==> src/rtl/osc_startup_pkg.sv <==
package osc_startup_pkg;
  typedef enum logic [1:0] {
    PH_OFF    = 2'd0,
    PH_COUNT  = 2'd1,
    PH_STABLE = 2'd2
  } osc_phase_e;
endpackage

==> src/rtl/osc_mode_regs.sv <==
module osc_mode_regs (
  input  logic clk,
  input  logic rst,
  input  logic wr_stb,
  input  logic wr_osc_on,
  input  logic wr_bypass,
  input  logic mask_stb,
  input  logic mask_d,
  input  logic stable,
  output logic osc_en,
  output logic ext_clk_sel,
  output logic irq
);
  logic on_q, byp_q, mask_q;

  always_ff @(posedge clk) begin
    if (rst) begin
      on_q  <= 1'b0;
      byp_q <= 1'b0;
    end else if (wr_stb) begin
      on_q  <= wr_osc_on;
      byp_q <= wr_bypass;
    end
  end

  always_ff @(posedge clk) begin
    if (rst)           mask_q <= 1'b0;
    else if (mask_stb) mask_q <= mask_d;
  end

  assign osc_en      = on_q;
  assign ext_clk_sel = byp_q & ~on_q;
  assign irq         = stable & mask_q;
endmodule

==> src/rtl/osc_tick_div.sv <==
module osc_tick_div #(
  parameter int DIV_LOG2 = 3
) (
  input  logic clk,
  input  logic rst,
  input  logic restart,
  input  logic run,
  output logic tick
);
  logic [DIV_LOG2-1:0] phase_cnt;

  always_ff @(posedge clk) begin
    if (rst || restart) phase_cnt <= '0;
    else if (run)       phase_cnt <= phase_cnt + 1'b1;
  end

  assign tick = run & (phase_cnt == {DIV_LOG2{1'b1}});
endmodule

==> src/rtl/osc_startup_cnt.sv <==
module osc_startup_cnt
  import osc_startup_pkg::*;
#(
  parameter int COUNT_W = 8
) (
  input  logic               clk,
  input  logic               rst,
  input  logic               load,
  input  logic               kill,
  input  logic [COUNT_W-1:0] load_val,
  input  logic               tick,
  output logic               counting,
  output logic               stable
);
  osc_phase_e         phase_q;
  logic [COUNT_W-1:0] remain_q;

  always_ff @(posedge clk) begin
    if (rst) begin
      phase_q  <= PH_OFF;
      remain_q <= '0;
    end else if (kill) begin
      phase_q  <= PH_OFF;
    end else if (load) begin
      phase_q  <= PH_COUNT;
      remain_q <= load_val;
    end else if (phase_q == PH_COUNT && tick) begin
      if (remain_q == '0) phase_q  <= PH_STABLE;
      else                remain_q <= remain_q - 1'b1;
    end
  end

  assign counting = (phase_q == PH_COUNT);
  assign stable   = (phase_q == PH_STABLE);
endmodule

==> src/rtl/osc_startup_timer.sv <==
module osc_startup_timer #(
  parameter int COUNT_W  = 8,
  parameter int DIV_LOG2 = 3
) (
  input  logic               clk,
  input  logic               rst,
  input  logic               wr_stb,
  input  logic               wr_osc_on,
  input  logic               wr_bypass,
  input  logic [COUNT_W-1:0] wr_count,
  input  logic               mask_stb,
  input  logic               mask_d,
  output logic               clk_stable,
  output logic               irq,
  output logic               osc_en,
  output logic               ext_clk_sel
);
  logic load_req, kill_req, presc_tick, counting;

  assign load_req = wr_stb &  wr_osc_on;
  assign kill_req = wr_stb & ~wr_osc_on;

  osc_mode_regs u_regs (
    .clk(clk), .rst(rst), .wr_stb(wr_stb), .wr_osc_on(wr_osc_on),
    .wr_bypass(wr_bypass), .mask_stb(mask_stb), .mask_d(mask_d),
    .stable(clk_stable), .osc_en(osc_en), .ext_clk_sel(ext_clk_sel), .irq(irq)
  );

  osc_tick_div #(.DIV_LOG2(DIV_LOG2)) u_div (
    .clk(clk), .rst(rst), .restart(load_req), .run(counting), .tick(presc_tick)
  );

  osc_startup_cnt #(.COUNT_W(COUNT_W)) u_cnt (
    .clk(clk), .rst(rst), .load(load_req), .kill(kill_req),
    .load_val(wr_count), .tick(presc_tick), .counting(counting), .stable(clk_stable)
  );
endmodule

==> config.mk <==
export PLATFORM = sky130hd
export DESIGN_NAME = osc_startup_timer
export DESIGN_NICKNAME = d
export VERILOG_FILES = /design/src/rtl/osc_startup_pkg.sv /design/src/rtl/osc_mode_regs.sv /design/src/rtl/osc_tick_div.sv /design/src/rtl/osc_startup_cnt.sv /design/src/rtl/osc_startup_timer.sv
export SDC_FILE = /design/constraint.sdc
export NUM_CORES = 1
export LEC_CHECK = 0
export BUFFER_PORTS_ARGS = -buffer_cell sky130_fd_sc_hd__buf_2
export CORE_MARGIN = 4
export CORE_UTILIZATION = 55
export DETAILED_ROUTE_END_ITERATION = 6
export PLACE_DENSITY = 0.81
export SLEW_MARGIN = 20
export SYNTH_ARGS = -nofsm -noshare
export SYNTH_HDL_FRONTEND = slang
export SYNTH_SLANG_ARGS = --single-unit
==> constraint.sdc <==
create_clock -name clk -period 4.1 [get_ports clk]
set_input_delay 0.82 -clock clk [delete_from_list [all_inputs] [get_ports clk]]
set_output_delay 0.82 -clock clk [all_outputs]
set_load 0.01 [all_outputs]
==> impl_metrics.env <==
export IMPL_outcome="completed"
export IMPL_max_freq_mhz=493
export IMPL_power_density_mw_per_mm2=339
export IMPL_via_per_inst=5.92
export IMPL_root_buffer="clkbuf_4"
export IMPL_cts_resized=0
export IMPL_rr_worst_depth=6
export IMPL_die_h_um=47.0
export IMPL_cp_required_ps=4300
export IMPL_report_final_hold_viol_count=0
export IMPL_grt_max_degree=17
export IMPL_initial_core_util_pct=61.4
export IMPL_die_w_um=47.0
export IMPL_hold_buffers=0
export IMPL_ys_seq_area_share_pct=38.2
export IMPL_hold_path_class="reg -> reg"
export IMPL_first_pass_iters=4
export IMPL_postCtsSetupRepairBufs=0
export IMPL_cts_sinks=16
export IMPL_critPathMaxFanout=9
export IMPL_cts_tree="yes"
export IMPL_syn_area_um2=838
export IMPL_antenna_found_initial=0
export IMPL_clockBufferDepth=2
export IMPL_rsz0062_at_grt="false"
export IMPL_diodes=0
export IMPL_area_growth_syn_to_layout_pct=14.6
export IMPL_fillers=115
export IMPL_final_layout_size_suffix_gt1_share_pct=22.8
export IMPL_final_cell_mix="18 x buf_2, 16 x dfxtp_1, 13 x nor2_1"
export IMPL_critPathLaunchType="register"
export IMPL_io_pins=19
export IMPL_finalMaxSlewViolations=0
export IMPL_min_period_ps=2030
export IMPL_cp_end_kind="register"
export IMPL_routed_wl_um=1770
export IMPL_synth_avg_cell_area_um2=8.73
export IMPL_clkTransAtPathRegs_ps=100
export IMPL_core_mm2=0.00137
export IMPL_finalCritPeriodShare_pct=49.5
export IMPL_synth_cell_type_count=30
export IMPL_max_slew_margin_rel_pct=70.3
export IMPL_grt_first_pass_wirelength_um=2800
export IMPL_wire_per_inst_um=13.7
export IMPL_setup_viol=0
export IMPL_yosys_warnings=0
export IMPL_grt_overflow=0
export IMPL_fin_nets=134
export IMPL_die_area_mm2=0.00221
export IMPL_ant_nets=0
export IMPL_path_class="reg -> reg"
export IMPL_drtIter0Drc=15
export IMPL_cts_buffers=3
export IMPL_max_cap_viol_count=0
export IMPL_gp_congestion=0.829
export IMPL_final_common_cell="buf_2"
export IMPL_fin_util_pct=70.3
export IMPL_grtUsageTotal_pct=18.6
export IMPL_cp_arrival_ps=2230
export IMPL_p_leak_nw=0.431
export IMPL_synth_cells=96
export IMPL_tns_ps=0
export IMPL_worst_slew_pin_slew_ps=445
export IMPL_drc=0
export IMPL_synth_seq_cells=16
export IMPL_whs_ps=510
export IMPL_clk_latency_ps=290
export IMPL_hold_depth=2
export IMPL_vias=764
export IMPL_cts_max_level=1
export IMPL_grt_pass1_vias=677
export IMPL_rows=13
export IMPL_peakVddDrop_v=0.000214
export IMPL_io_buffer_count=18
export IMPL_dpl_hpwl_um=1290
export IMPL_syn_num_nets=115
export IMPL_fin_skew_ps=5.13
==> cells in the mapped netlist (all sizes together) <==
cell type	instances	area share (%)
a211oi	4	3.6
a21oi	5	3.0
a2bb2oi	1	1.0
a311oi	2	2.1
a31oi	1	0.75
and2	2	1.5
and3	2	1.5
and4	1	1.0
and4bb	1	1.5
buf	1	1.3
clkbuf	3	1.3
dfxtp	16	38
ha	4	6.0
inv	4	1.8
mux2	1	1.3
mux2i	6	7.2
nand2	4	1.8
nand3	2	1.2
nor2	13	5.8
nor2b	3	2.2
nor3	6	3.6
nor4	5	3.7
o21a	1	0.90
o21ai	1	0.60
o221ai	1	1.0
o31a	1	1.0
or3	1	0.90
or3b	1	1.0
or4	1	0.90
xnor2	2	2.1
==> report_power, final <==
part           switching [mW]  total, mW  leakage (nW)  internal [mW]
Clock                  0.0530      0.107        0.0210         0.0541
Combinational          0.0254     0.0483         0.279         0.0228
Sequential            0.00784      0.171         0.131          0.163
==> per-stage QoR <==
| stage | setup WS [ps] | cells | power [mW] | instance area (um^2) |
|---|---|---|---|---|
| floorplan | 2280 | 96 | 0.206 | 838 |
| global placement | 2080 | 125 | 0.220 | 925 |
| detailed placement | 2020 | 125 | 0.222 | 925 |
| CTS | 2080 | 129 | 0.330 | 961 |
| global route | 1950 | 129 | 0.344 | 961 |
| finish | 2070 | 129 | 0.326 | 961 |
==> final timing paths <==
| kind | from | end | slack [ps] |
|---|---|---|---|
| setup / recovery | u_cnt.remain_q[0] | u_cnt.remain_q[4] | 2070 |
| setup reg to reg | u_cnt.remain_q[0] | u_cnt.remain_q[4] | 2070 |
| hold reg to reg | u_regs.byp_q | u_regs.byp_q | 510 |
| hold / removal | u_regs.byp_q | u_regs.byp_q | 510 |
==> sequential cells by signal (all words and copies together) (netlist names) <==
name             cells
u_cnt.remain_q       8
u_div.phase_cnt      3
u_cnt.phase_q        2
u_regs.byp_q         1
u_regs.mask_q        1
u_regs.osc_en        1
==> worst max-delay path: stages (launching register included) <==
cell and delay (ps):
dfxtp_1 380, inv_1 100, ha_1 190, or3b_2 480
o21a_1 290, and4_1 240, nor4_1 250
==> cells by family (layout without fill, tap and decap cells) <==
| logic type | Yosys count | count (layout) | synth area share (%) |
|---|---|---|---|
| mux | 7 | 7 | 8.51 |
| flops | 16 | 16 | 38.2 |
| fa+ha+maj | 4 | 4 | 5.97 |
| simple gates | 42 | 42 | 26.7 |
| buf+inv | 8 | 26 | 4.48 |
| xor+xnor | 2 | 2 | 2.09 |
| compound gates | 17 | 17 | 14.0 |
==> area by class of cell <==
class                   instances  area [um^2]  area share (%)
clock buffers                   4         36.3            3.78
inverters                       4         15.0            1.56
multi-input cells              72          480            50.0
flip-flops and latches         16          320            33.3
well taps                      15         18.8            1.95
repair buffers                 18         90.1            9.37
==> per-layer routing <==
metal	track usage [%]	vias to the layer above	part of all wire [%]
li1	-	388	-
met1	22.7	346	45
met2	28.7	26	46
met3	3.83	4	7.5
met4	13.3	0	1.5
met5	0	-	0
Power figures use the tool's default switching activity.
